File: config.mk
export PLATFORM = sky130hd
export DESIGN_NAME = ptp_tod_counter
export DESIGN_NICKNAME = d
export VERILOG_FILES = /design/src/rtl/ptp_tod_pkg.sv /design/src/rtl/ptp_frac_acc.sv /design/src/rtl/ptp_ns_counter.sv /design/src/rtl/ptp_reg_port.sv /design/src/rtl/ptp_tod_counter.sv
export SDC_FILE = /design/constraint.sdc
export NUM_CORES = 1
export LEC_CHECK = 0
export BUFFER_PORTS_ARGS = -buffer_cell sky130_fd_sc_hd__buf_4
export CAP_MARGIN = 10
export CORE_ASPECT_RATIO = 1.1
export CORE_UTILIZATION = 66
export DETAILED_ROUTE_END_ITERATION = 8
export PLACE_DENSITY = 0.95
export SLEW_MARGIN = 5
export SYNTH_ARGS = -nofsm -noshare
export SYNTH_HDL_FRONTEND = slang
export SYNTH_SLANG_ARGS = --single-unit
File: constraint.sdc
create_clock -name clk -period 9.3 [get_ports clk]
set_clock_uncertainty 0.15 [all_clocks]
set_input_delay 1.86 -clock clk [delete_from_list [all_inputs] [get_ports clk]]
set_output_delay 1.86 -clock clk [all_outputs]
set_load 0.03 [all_outputs]
File: src/rtl/ptp_tod_pkg.sv
package ptp_tod_pkg;

   // Register addresses on the software port
   typedef enum logic [1:0] {
      REG_TIME_LO = 2'd0,
      REG_TIME_HI = 2'd1,
      REG_TRIM    = 2'd2,
      REG_SPARE   = 2'd3
   } reg_sel_e;

   // Whole-nanosecond correction coming out of the fraction
   typedef struct packed {
      logic carry;
      logic borrow;
   } frac_adj_t;

endpackage

File: src/rtl/ptp_frac_acc.sv
module ptp_frac_acc
   import ptp_tod_pkg::*;
#(
   parameter int FRAC_W  = 32,
   parameter bit TRIM_EN = 1'b1,
   localparam int MAG_W  = FRAC_W - 1
) (
   input  logic             clk,
   input  logic             rst_n,
   input  logic             step_en,
   input  logic             clr,
   input  logic             trim_neg,
   input  logic [MAG_W-1:0] trim_mag,
   output frac_adj_t        adj
);

   generate
      if (TRIM_EN) begin : g_trim
         logic [FRAC_W-1:0] frac_q;
         logic [FRAC_W:0]   sum;
         logic              past_ok;

         always_comb begin
            if (trim_neg)
               sum = {1'b0, frac_q} - {2'b00, trim_mag};
            else
               sum = {1'b0, frac_q} + {2'b00, trim_mag};
         end

         always_ff @(posedge clk) begin
            if (!rst_n)
               frac_q <= '0;
            else if (clr)
               frac_q <= '0;
            else if (step_en)
               frac_q <= sum[FRAC_W-1:0];
         end

         assign adj = '{carry:  step_en & ~trim_neg & sum[FRAC_W],
                        borrow: step_en &  trim_neg & sum[FRAC_W]};

         always_ff @(posedge clk) begin
            if (!rst_n) past_ok <= 1'b0;
            else        past_ok <= 1'b1;
         end


         carry_wrap_chk: assert property (@(posedge clk) disable iff (!rst_n)
            (past_ok && adj.carry && !clr) |=> (frac_q < $past(frac_q)));


         borrow_wrap_chk: assert property (@(posedge clk) disable iff (!rst_n)
            (past_ok && adj.borrow && !clr) |=> (frac_q > $past(frac_q)));


         zero_trim_flat_chk: assert property (@(posedge clk) disable iff (!rst_n)
            (trim_mag == '0) |-> (adj == '0));
      end else begin : g_fixed
         assign adj = '0;
      end
   endgenerate

endmodule

File: src/rtl/ptp_ns_counter.sv
module ptp_ns_counter
   import ptp_tod_pkg::*;
#(
   parameter int NS_W     = 40,
   parameter int NOM_STEP = 8
) (
   input  logic            clk,
   input  logic            rst_n,
   input  logic            step_en,
   input  frac_adj_t       adj,
   input  logic            load,
   input  logic [NS_W-1:0] load_val,
   output logic [NS_W-1:0] cnt
);

   localparam logic [NS_W-1:0] STEP_NOM = NS_W'(NOM_STEP);

   logic [NS_W-1:0] delta;
   logic            past_ok;

   always_comb begin
      delta = STEP_NOM;
      if (adj.carry)  delta = STEP_NOM + NS_W'(1);
      if (adj.borrow) delta = STEP_NOM - NS_W'(1);
   end

   always_ff @(posedge clk) begin
      if (!rst_n)
         cnt <= '0;
      else if (load)
         cnt <= load_val;
      else if (step_en)
         cnt <= cnt + delta;
   end

   always_ff @(posedge clk) begin
      if (!rst_n) past_ok <= 1'b0;
      else        past_ok <= 1'b1;
   end


   step_range_chk: assert property (@(posedge clk) disable iff (!rst_n)
      (past_ok && step_en && !load) |=>
         ((cnt - $past(cnt)) >= STEP_NOM - NS_W'(1)) &&
         ((cnt - $past(cnt)) <= STEP_NOM + NS_W'(1)));


   hold_chk: assert property (@(posedge clk) disable iff (!rst_n)
      (past_ok && !step_en && !load) |=> $stable(cnt));


   load_wins_chk: assert property (@(posedge clk) disable iff (!rst_n)
      (past_ok && load) |=> (cnt == $past(load_val)));

endmodule

File: src/rtl/ptp_reg_port.sv
module ptp_reg_port
   import ptp_tod_pkg::*;
#(
   parameter int WORD_W = 32,
   parameter int NS_W   = 40,
   localparam int HI_W  = NS_W - WORD_W
) (
   input  logic              clk,
   input  logic              rst_n,
   input  logic              rd_en,
   input  logic              wr_en,
   input  logic [1:0]        addr,
   input  logic [WORD_W-1:0] wdata,
   input  logic [NS_W-1:0]   cnt,
   output logic [WORD_W-1:0] rdata,
   output logic              rd_valid,
   output logic              load,
   output logic [NS_W-1:0]   load_val,
   output logic              trim_neg,
   output logic [WORD_W-2:0] trim_mag
);

   reg_sel_e          sel;
   logic [HI_W-1:0]   snap_hi;
   logic [WORD_W-1:0] stage_lo;
   logic [WORD_W-1:0] trim_q;
   logic              past_ok;

   assign sel = reg_sel_e'(addr);

   // Read side: low-word read freezes the upper part
   always_ff @(posedge clk) begin
      if (!rst_n) begin
         rdata    <= '0;
         rd_valid <= 1'b0;
         snap_hi  <= '0;
      end else begin
         rd_valid <= rd_en;
         if (rd_en) begin
            unique case (sel)
               REG_TIME_LO: begin
                  rdata   <= cnt[WORD_W-1:0];
                  snap_hi <= cnt[NS_W-1:WORD_W];
               end
               REG_TIME_HI: rdata <= {{(WORD_W-HI_W){1'b0}}, snap_hi};
               REG_TRIM:    rdata <= trim_q;
               default:     rdata <= '0;
            endcase
         end
      end
   end

   // Write side: staged low word, trim register
   always_ff @(posedge clk) begin
      if (!rst_n) begin
         stage_lo <= '0;
         trim_q   <= '0;
      end else if (wr_en) begin
         if (sel == REG_TIME_LO) stage_lo <= wdata;
         if (sel == REG_TRIM)    trim_q   <= wdata;
      end
   end

   assign load     = wr_en && (sel == REG_TIME_HI);
   assign load_val = {wdata[HI_W-1:0], stage_lo};
   assign trim_neg = trim_q[WORD_W-1];
   assign trim_mag = trim_q[WORD_W-2:0];

   always_ff @(posedge clk) begin
      if (!rst_n) past_ok <= 1'b0;
      else        past_ok <= 1'b1;
   end


   hi_pad_zero_chk: assert property (@(posedge clk) disable iff (!rst_n)
      (past_ok && rd_valid && $past(rd_en && sel == REG_TIME_HI)) |->
         (rdata[WORD_W-1:HI_W] == '0));


   snap_hold_chk: assert property (@(posedge clk) disable iff (!rst_n)
      (past_ok && !(rd_en && sel == REG_TIME_LO)) |=> $stable(snap_hi));

endmodule

File: src/rtl/ptp_tod_counter.sv
module ptp_tod_counter
   import ptp_tod_pkg::*;
#(
   parameter int NS_W     = 40,
   parameter int FRAC_W   = 32,
   parameter int WORD_W   = 32,
   parameter int NOM_STEP = 8,
   parameter bit TRIM_EN  = 1'b1
) (
   input  logic              clk,
   input  logic              rst_n,
   input  logic              tick,
   input  logic              bus_rd,
   input  logic              bus_wr,
   input  logic [1:0]        bus_addr,
   input  logic [WORD_W-1:0] bus_wdata,
   output logic [WORD_W-1:0] bus_rdata,
   output logic              bus_rvalid
);

   localparam int MAG_W = FRAC_W - 1;

   generate
      if (FRAC_W != WORD_W) begin : g_bad_frac
         $error("fraction width must equal word width");
      end
      if (NS_W <= WORD_W || NS_W > 2 * WORD_W) begin : g_bad_ns
         $error("count width must lie between one and two words");
      end
      if (NOM_STEP < 2) begin : g_bad_step
         $error("nominal step must be at least 2");
      end
   endgenerate

   logic             load;
   logic [NS_W-1:0]  load_val;
   logic [NS_W-1:0]  cnt;
   logic             trim_neg;
   logic [MAG_W-1:0] trim_mag;
   logic             step_en;
   frac_adj_t        adj;

   // A time load in the same cycle suppresses the tick
   assign step_en = tick & ~load;

   ptp_reg_port #(
      .WORD_W (WORD_W),
      .NS_W   (NS_W)
   ) u_regs (
      .clk      (clk),
      .rst_n    (rst_n),
      .rd_en    (bus_rd),
      .wr_en    (bus_wr),
      .addr     (bus_addr),
      .wdata    (bus_wdata),
      .cnt      (cnt),
      .rdata    (bus_rdata),
      .rd_valid (bus_rvalid),
      .load     (load),
      .load_val (load_val),
      .trim_neg (trim_neg),
      .trim_mag (trim_mag)
   );

   ptp_frac_acc #(
      .FRAC_W  (FRAC_W),
      .TRIM_EN (TRIM_EN)
   ) u_frac (
      .clk      (clk),
      .rst_n    (rst_n),
      .step_en  (step_en),
      .clr      (load),
      .trim_neg (trim_neg),
      .trim_mag (trim_mag),
      .adj      (adj)
   );

   ptp_ns_counter #(
      .NS_W     (NS_W),
      .NOM_STEP (NOM_STEP)
   ) u_cnt (
      .clk      (clk),
      .rst_n    (rst_n),
      .step_en  (step_en),
      .adj      (adj),
      .load     (load),
      .load_val (load_val),
      .cnt      (cnt)
   );


   rvalid_follows_rd_chk: assert property (@(posedge clk) disable iff (!rst_n)
      bus_rvalid |-> $past(bus_rd));

endmodule

# ---- Word level (Yosys, flattened, before mapping)
# Index checks and enable logic that the tools add are counted.
dict set report op_classes {
  n_eq_ne 2
  n_reduce_logical 7
  muxes 6
  bitwise_logic 8
  addsub 3
}
# cell n
set ops {}
lappend ops {{$pmux W32 S3} 1}
lappend ops {{$mux W40} 2}
lappend ops {{$add A40 B4 Y40} 1}
lappend ops {{$add A32 B31 Y33} 1}
lappend ops {{$mux W33} 1}
lappend ops {{$sub A32 B31 Y33} 1}
lappend ops {{$reduce_and A2 Y1} 3}
lappend ops {{$and A1 B1 Y1} 5}
lappend ops {{$mux W4} 1}
lappend ops {{$not A1 Y1} 3}
lappend ops {{$eq A2 B1 Y1 const B} 1}
lappend ops {{$eq A2 B2 Y1 const B} 1}
lappend ops {{$logic_not A2 Y1} 1}
lappend ops {{$reduce_bool A2 Y1} 1}
lappend ops {{$reduce_or A2 Y1} 1}
lappend ops {{$logic_and A1 B1 Y1} 1}
lappend ops {{$mux W1} 1}
dict set report totals {
  word_cells 33
  output_inout_bits 33
  in_bits 39
  reg_bits 177
}

# ---- Logic depth before layout (Yosys ltp)
# Gate-level depths: netlist of the first run.
dict set report logic_depth {
  depth_word 11
  mapped_depth 29
}

# ---- By module
# A second synthesis of the first run with hierarchy kept.
dict set report hier_totals {
  cells_unflattened 1317
  area_unflattened_um2 10596.4
}
# mod area_per_inst_um2 instances seq_area_each_um2 cells_per_inst
set by_module_without_submodules {}
lappend by_module_without_submodules {ptp_reg_port 4304.1 1 2102.0 494}
lappend by_module_without_submodules {ptp_frac_acc 3758.6 1 640.6 512}
lappend by_module_without_submodules {ptp_ns_counter 2519.9 1 800.8 310}
lappend by_module_without_submodules {ptp_tod_counter 13.8 1 0.0 1}

# ---- Worst setup path before layout of the first run
# No wires, ideal clock.
dict set report synth_timing {
  path_type {reg2reg}
  from {reg u_regs.trim_q[2]}
  to {reg u_cnt.cnt[32]}
  required_time_ns 9.064
  slack_ns 3.473
  stages_incl_launch_ff 29
  setup_time_ns 0.086
  path_buffers 2
  arrival_ns 5.592
  cell_sequence {dfxtp_1 -> clkbuf_1 -> nor4_1 -> nand2b_1 -> nor2_1 -> and2_1 -> nand3b_1 -> nor4_1 -> a21o_1 -> o21ai_0 -> xnor2_1 -> ha_1 -> nand4_1 -> nor3_1 -> nand2_1 -> a211oi_2 -> nor2_1 -> xor2_1 -> and3_1 -> ha_1 -> ha_1 -> or3_1 -> a21oi_1 -> nor2_1 -> nand3_1 -> clkbuf_1 -> nor3_1 -> xnor2_1 -> a211oi_1}
}
dict set report synth_between {
  elab_chain_cells 8
  word_cells_on_any_way 10
}
# item line
set synth_rtl {}
lappend synth_rtl {{from (decl)} ptp_reg_port.sv:26} ;# logic [WORD_W-1:0] trim_q;
lappend synth_rtl {{from (signal assigned)} ptp_reg_port.sv:60} ;# if (sel == REG_TRIM) trim_q <= wdata;
lappend synth_rtl {{$add A32 B31 Y33 / $sub A32 B31 Y33 (equally long branches)} {ptp_frac_acc.sv:27, ptp_frac_acc.sv:25}}
lappend synth_rtl {{$mux W33 (*)} ptp_frac_acc.sv:24} ;# if (trim_neg)
lappend synth_rtl {{$and A1 B1 Y1} ptp_frac_acc.sv:39} ;# assign adj = '{carry: step_en & ~trim_neg & sum[FRAC_W],
lappend synth_rtl {{$mux W1} ptp_ns_counter.sv:23} ;# if (adj.carry) delta = STEP_NOM + NS_W'(1);
lappend synth_rtl {{$mux W4 (*)} ptp_ns_counter.sv:24} ;# if (adj.borrow) delta = STEP_NOM - NS_W'(1);
lappend synth_rtl {{$add A40 B4 Y40 (*)} ptp_ns_counter.sv:33} ;# cnt <= cnt + delta;
lappend synth_rtl {{$mux W40 (*)} ptp_ns_counter.sv:32} ;# else if (step_en)
lappend synth_rtl {{$mux W40 (*)} ptp_ns_counter.sv:30} ;# else if (load)
lappend synth_rtl {{to (signal assigned)} ptp_ns_counter.sv:31} ;# cnt <= load_val;
lappend synth_rtl {{to (signal assigned)} ptp_ns_counter.sv:33}
lappend synth_rtl {{to (decl)} ptp_ns_counter.sv:13} ;# output logic [NS_W-1:0] cnt
# Mark *: on every way between the ends. The rest lies on a longest branch, timed or not. The select of a mux whose other input is x is not followed.
# A chain may end at the register's enable or synchronous reset.

# ---- Final worst setup path of the first run
# Same ends and word-level chain as after synthesis.

==> reports/results.txt, run 1 <==
Run status: complete, no violations
Peak supply drop: 0.152 mV
Syn. warnings: 0
Gr usage total: 36.2%
Seq cells post-synth: 177
Synth cell count leaders: nand2_1 (217), dfxtp_1 (177), a21oi_1 (154)
Clock power share: 30.2%
DR vias: 9478
Relative slew slack: 30.1%
Pwr per Cell Area: 211 nW/µm²
Critical path required time: 9.48 ns
Initial antenna violation count: 0
Via/cell ratio: 6.42
Post-CTS Hold Fix Bufs: 0
Worst r2r src: u_regs.trim_q[2]
Switching share of total power: 34.6%
Max Fanout on Critical Path: 11
Leak: 4.13 nW
Area of the die: 15400 µm²
Critical Path Start Type: flip-flop
Core footprint: 14400 µm²
Layout net count: 1347
GR Util met2: 61.3%
Remaining global-route overflow: 0
Area Growth Syn to Fin: 10.8%
Critical path class: flip-flop to flip-flop
Dpl cell area: 10300 µm²
Site Rows: 46
Mapped Cells: 1241
Share of cells above drive strength 1: 10.8%
Worst-Margin Slew: 1.05 ns
Synth unique cells: 67
Most used DFF post-synth: dfxtp_1
Avg Inst Size Synth: 7.91 µm²
CTS sink cnt: 177
RSZ-0062 raised after global routing: no
Worst EP arrival: 7.53 ns
Number of synthesized flops with an enable pin: 0
HP Start: u_regs.stage_lo[19]
Setup total negative slack: 0 ns
Largest net degree at the start of global routing: 107
Postcts setup bufs: 0
Pwr Total: 0.00230 W
Top cell type's share of synthesized area: 36.1%
Leading cell type by number of instances after synthesis: nand2_1
Post-DP HPWL: 18.0 mm
PostCTS Resize Cnt: 0
Chip width: 118 µm
Final-report hold violation count: 0
Met1 Usage GRT: 42.9%
Worst hold path type: flip-flop to flip-flop
Worst-Skew Late Latency: 0.45 ns
Hold_ws: 0.307 ns
Async set-or-reset flop fraction in the synthesized netlist: 0%
Sequential share of the synthesized area: 36.1%
Clock transition at path regs: 0.07 ns
Worst hold path depth: 2
TritonCTS clock tree: yes
Setup violators final: 0
Final Wtd Congestion: 0.923
# diodes: 0
Sequential power share: 37.5%
Vias in the first global route: 9061
Max cap viols: 0
Dominant cell type by area after synthesis: dfxtp_1
Per-cell routed wire length: 18.9 µm
Final ANT Viol Nets: 0
Final instance area: 10900 µm²
PortBufs: 71
FF-to-FF End: u_cnt.cnt[32]
R2R depth: 26
Max Root-Sink Buffers: 2
Routed WL: 27.8 mm
GR Util met3: 7.08%
Root buffer cell: clkbuf_16
Post-Syn Area: 9820 µm²
Worst Setup End Kind: flip-flop
Clock H-tree levels: 4
Minimum clock period: 7.35 ns
# IOs: 72
Global route hottest layer: met2
Area contributors post-synth: dfxtp_1 (36%), nand2_1 (8.3%), a21oi_1 (7.9%), xnor2_1 (6.0%), ha_1 (4.6%)
Total CTS buffers: 17
DRC viols: 0
F_max: 0.136 GHz
Syn nets: 1317
Initial Util: 67.9%
First-pass GRT wire length: 44.1 mm
DRT Pass-1 Iters: 9
P_int: 0.00150 W
Count of final max-slew check failures: 0
FF-to-FF setup slack: 1.95 ns
Switch Pwr: 0.000794 W
Die Y: 130 µm
Combinational Power Share: 32.3%
Final critical-path share of the clock period: 79.0%
WHS Endpoint: u_regs.stage_lo[19]
First-iteration detailed-routing DRC count: 1070
## state kept, by name (all words and copies together), names as in the netlist
signal	cells
u_cnt.cnt	40
u_frac.g_trim.frac_q	32
u_regs.rdata	32
u_regs.stage_lo	32
u_regs.trim_q	32
u_regs.snap_hi	8
u_regs.rd_valid	1
## worst max path at each step
stage                           startpoint             to  depth (start not counted)
after global routing      u_regs.trim_q[2]  u_cnt.cnt[32]                         26
after detailed placement  u_regs.trim_q[2]  u_cnt.cnt[30]                         26
after CTS                 u_regs.trim_q[2]  u_cnt.cnt[32]                         26
after floorplan           u_regs.trim_q[2]  u_cnt.cnt[32]                         28
final                     u_regs.trim_q[2]  u_cnt.cnt[32]                         26
after global placement    u_regs.trim_q[2]  u_cnt.cnt[32]                         26
## metrics by stage
step / worst slack (ns) / util [%] / std cells
after floorplan: 3.47 / - / 1241
after global placement: 2.76 / 71.5 / 1444
after detailed placement: 2.48 / 71.5 / 1444
after CTS: 2.18 / 75.3 / 1476
after global routing: 1.63 / 75.3 / 1476
final: 1.95 / 75.3 / 1476
## cell type report
type	instances	area [µm²]
inverter	26	98.8
clock buffer	21	450
sequential	177	3540
timing repair buffer	80	601
tap	192	240
multi-input combinational	969	5840
fill	958	3570
clock inverter	11	103
## power by group through the flow
stage / Sequential, W / Clock (W) / Combinational [W]
after global placement: 0.000872 / 0 / 0.000690
final: 0.000862 / 0.000693 / 0.000741
after CTS: 0.000860 / 0.000688 / 0.000727
after detailed placement: 0.000874 / 0 / 0.000714
after global routing: 0.000867 / 0.000723 / 0.000813
after floorplan: 0.000867 / 0 / 0.000578
## metal layers
layer,routed length [µm],vias to the layer above
li1,-,4381
met1,10500,4352
met2,13200,589
met3,2780,156
met4,1350,0
met5,0,-
## placed cells by master (no fill, tap or decap), types with 7 or more instances in the layout
| master | count |
|---|---|
| dfxtp_1 | 177 |
| and2_1 | 14 |
| inv_1 | 25 |
| and4_1 | 7 |
| a311oi_1 | 7 |
| o21ai_1 | 7 |
| a21oi_1 | 154 |
| buf_4 | 80 |
| nand3b_1 | 8 |
| a21o_1 | 10 |
| nand2_1 | 217 |
| or3_1 | 13 |
| nand2b_1 | 7 |
| and3_1 | 9 |
| nor2_1 | 117 |
| nor2b_1 | 30 |
| a211oi_1 | 34 |
| nand4_1 | 13 |
| o21ai_0 | 53 |
| ha_1 | 36 |
| nor3_1 | 22 |
| clkbuf_16 | 17 |
| xor2_1 | 16 |
| nor4_1 | 10 |
| o21a_1 | 7 |
| xnor2_1 | 67 |
| mux2i_1 | 33 |
| nand3_1 | 16 |
## critical path: stages, from the launching register on
cell      delay, ns
dfxtp_1        0.39
nor4_1         0.48
nand2b_1       0.14
nor2_1         0.17
and2_1         0.19
nand3b_1       0.11
nor4_1         0.68
a21o_1         0.34
o21ai_0        0.14
xnor2_1        0.16
ha_1           0.40
nand4_1        0.16
nor3_1         0.39
nand2_1        0.14
a211oi_2       0.50
nor2_1         0.13
xor2_1         0.19
and3_1         0.19
ha_1           0.21
ha_1           0.24
or3_1          0.31
a21oi_1        0.19
nor2_1         0.13
nand3_1        0.49
nor3_1         0.11
xnor2_1        0.16
a211oi_1       0.33
## logic make-up (layout without fill, tap and decap cells)
family / Yosys count / count (layout) / share of synthesized area (%)
simple gates: 501 / 501 / 24.1
xor+xnor: 83 / 83 / 7.41
flops: 177 / 177 / 36.1
fa+ha+maj: 37 / 37 / 4.79
compound gates: 315 / 315 / 19.8
mux: 33 / 33 / 3.37
buf+inv: 95 / 138 / 4.40
No activity file was read; power rests on OpenSTA's default activity.
==> run 2: changes to the inputs <==
--- a/config.mk
+++ b/config.mk
@@ -8,9 +8,9 @@
 export BUFFER_PORTS_ARGS = -buffer_cell sky130_fd_sc_hd__buf_4
 export CAP_MARGIN = 10
 export CORE_ASPECT_RATIO = 1.1
-export CORE_UTILIZATION = 66
+export CORE_UTILIZATION = 55
 export DETAILED_ROUTE_END_ITERATION = 8
-export PLACE_DENSITY = 0.95
+export PLACE_DENSITY = 0.88
 export SLEW_MARGIN = 5
 export SYNTH_ARGS = -nofsm -noshare
 export SYNTH_HDL_FRONTEND = slang
==> constraint.sdc (replaced) <==
create_clock -name clk -period 6.2 [get_ports clk]
set_clock_uncertainty 0.15 [all_clocks]
set_input_delay 1.24 -clock clk [delete_from_list [all_inputs] [get_ports clk]]
set_output_delay 1.24 -clock clk [all_outputs]
set_load 0.03 [all_outputs]
==> reports/results.txt, run 2 (synthesized netlist as in run 1, its figures left out) <==
Final critical-path share of the clock period: 95.4% (was 79.0%)
Placed cells: 1492 (was 1444)
First-iteration detailed-routing DRC count: 970 (was 1070)
Share of cells above drive strength 1: 12.1% (was 10.8%)
Initial Util: 56.8% (was 67.9%)
Hold_ws: 0.308 ns (was 0.307 ns)
Minimum clock period: 5.91 ns (was 7.35 ns)
Critical Path Max Stage Delay: 0.56 ns (was 0.68 ns)
Site Rows: 50 (was 46)
Initial antenna violation count: 0 (unchanged)
Area of the die: 18400 µm² (was 15400 µm²)
Cells along the critical path: nor4_2 -> nand2b_1 -> nor2_1 -> and2_1 -> nand3b_1 -> nor4_1 -> a21o_1 -> o21ai_0 -> xnor2_1 -> ha_1 -> and3_1 -> o31a_1 -> o21bai_2 -> nand4_4 -> nor3_1 -> inv_1 -> ha_1 -> and3_2 -> a31oi_4 -> nor2b_1 -> xnor2_1 -> a211oi_1
Count of final max-slew check failures: 0 (unchanged)
Total CTS buffers: 17 (unchanged)
Final ANT Viol Nets: 0 (unchanged)
DRC viols: 0 (unchanged)
Critical path required time: 6.37 ns (was 9.48 ns)
Chip width: 129 µm (was 118 µm)
# IOs: 72 (unchanged)
Per-cell routed wire length: 17.8 µm (was 18.9 µm)
Setup violators final: 0 (unchanged)
Run status: complete, no violations (unchanged)
Remaining global-route overflow: 0 (unchanged)
Worst Setup End Kind: flip-flop (unchanged)
PortBufs: 71 (unchanged)
Largest reg by FF count: u_cnt.cnt (unchanged)
DRT Pass-1 Iters: 6 (was 9)
Setup total negative slack: 0 ns (unchanged)
Area Growth Syn to Fin: 12.6% (was 10.8%)
Layout net count: 1354 (was 1347)
Post-CTS Hold Fix Bufs: 0 (unchanged)
Worst hold path type: flip-flop to flip-flop (unchanged)
Vias in the first global route: 8782 (was 9061)
TritonCTS clock tree: yes (unchanged)
Fillers: 1394 (was 958)
Clock transition at path regs: 0.07 ns (about the same)
Most frequent cells in the layout: nand2_1 (216), dfxtp_1 (177), a21oi_1 (154) (was nand2_1 (217), dfxtp_1 (177), a21oi_1 (154))
F_max: 0.169 GHz (was 0.136 GHz)
Worst-Margin Slew: 1.06 ns (was 1.05 ns)
Worst EP arrival: 6.08 ns (was 7.53 ns)
Final-report hold violation count: 0 (unchanged)
Peak supply drop: 0.256 mV (was 0.152 mV)
Critical Path Start Type: flip-flop (unchanged)
Final Wtd Congestion: 0.935 (was 0.923)
Post-route worst setup slack: 0.287 ns (was 1.95 ns)
HP Start: u_regs.stage_lo[20] (was u_regs.stage_lo[19])
First-pass GRT wire length: 43.2 mm (was 44.1 mm)
Most common cell after layout, fill and taps aside: nand2_1 (unchanged)
Worst setup startpoint: u_regs.trim_q[3] (was u_regs.trim_q[2])
Leak: 4.18 nW (was 4.13 nW)
Post-DP HPWL: 18.1 mm (was 18.0 mm)
Gr usage total: 30.0% (was 36.2%)
Worst r2r src: u_regs.trim_q[3] (was u_regs.trim_q[2])
Critical path class: flip-flop to flip-flop (unchanged)
Pwr per Cell Area: 313 nW/µm² (was 211 nW/µm²)
Max Fanout on Critical Path: 15 (was 11)
Worst-Skew Late Latency: 0.44 ns (was 0.45 ns)
Max cap viols: 0 (unchanged)
CTS sink cnt: 177 (unchanged)
DR vias: 9310 (was 9478)
Via/cell ratio: 6.10 (was 6.42)
Clock H-tree levels: 4 (unchanged)
Placement Setup Slack: 0.0111 ns (was 2.48 ns)
Fin cells: 1525 (was 1476)
Relative slew slack: 29.4% (was 30.1%)
Max Root-Sink Buffers: 2 (unchanged)
Critical path's slowest cell: a31oi_4 (was nor4_1)
Routed WL: 27.1 mm (was 27.8 mm)
Largest register FFs: 40 (unchanged)
Die Y: 142 µm (was 130 µm)
RSZ-0062 raised after global routing: no (unchanged)
Largest net degree at the start of global routing: 65 (was 107)
Core footprint: 17300 µm² (was 14400 µm²)
Root buffer cell: clkbuf_16 (unchanged)
# diodes: 0 (unchanged)
run 2: worst max-delay path: cells and delay by family, from the launching register on:
kind | cells | cell delay, ns
and+or+nand+nor | 11 | 2.32
AOI/OAI and AO/OA | 6 | 1.81
adders and majority gates | 2 | 0.73
DFF | 1 | 0.37
xor gates and xnor gates | 2 | 0.31
buffers and inverters | 1 | 0.10
run 2: layer usage:
metal	track usage, %	up-vias	part of all wire, %
li1	-	4399	-
met1	37.2	4340	40
met2	48.4	480	47
met3	6.88	91	9.6
met4	15.5	0	3.4
met5	0	-	0
run 2: through the flow:
step,instance area [µm²],total power [W],utilization (%)
3_3_place_gp,10400,0.00235,60.4
5_1_grt,11000,0.00363,64.0
3_5_place_dp,10400,0.00239,60.4
4_1_cts,11000,0.00343,63.7
6_report,11000,0.00346,64.0
2_1_floorplan,9820,0.00217,-
run 2: cell type report:
class | instances | area [µm²] | area share [%]
Multi-Input combinational cell | 969 | 5890 | 53.3
Sequential cell | 177 | 3540 | 32.1
Timing Repair Buffer | 87 | 661 | 5.98
Clock buffer | 19 | 433 | 3.92
Tap cell | 234 | 293 | 2.65
Clock inverter | 13 | 129 | 1.17
Inverter | 26 | 98.8 | 0.895
run 2: repair_timing:
action,CTS,global route
resized for setup,2,8
setup buffers,0,0
setup endpoints to repair,6,35
run 2: path summary, 6_finish.rpt:
path                               to  slack, ns  depth (start not counted)
hold reg to reg   u_regs.stage_lo[20]       0.31                          2
setup reg to reg        u_cnt.cnt[25]       0.29                         22
setup / recovery        u_cnt.cnt[25]       0.29                         22
hold / removal    u_regs.stage_lo[20]       0.31                          2
run 2: power by group:
group	internal, W	switching (W)	leakage, nW	total [W]
clock	0.000562	0.000494	0.273	0.00106
sequential	0.00122	0.0000680	1.44	0.00129
combinational	0.000473	0.000642	2.47	0.00111
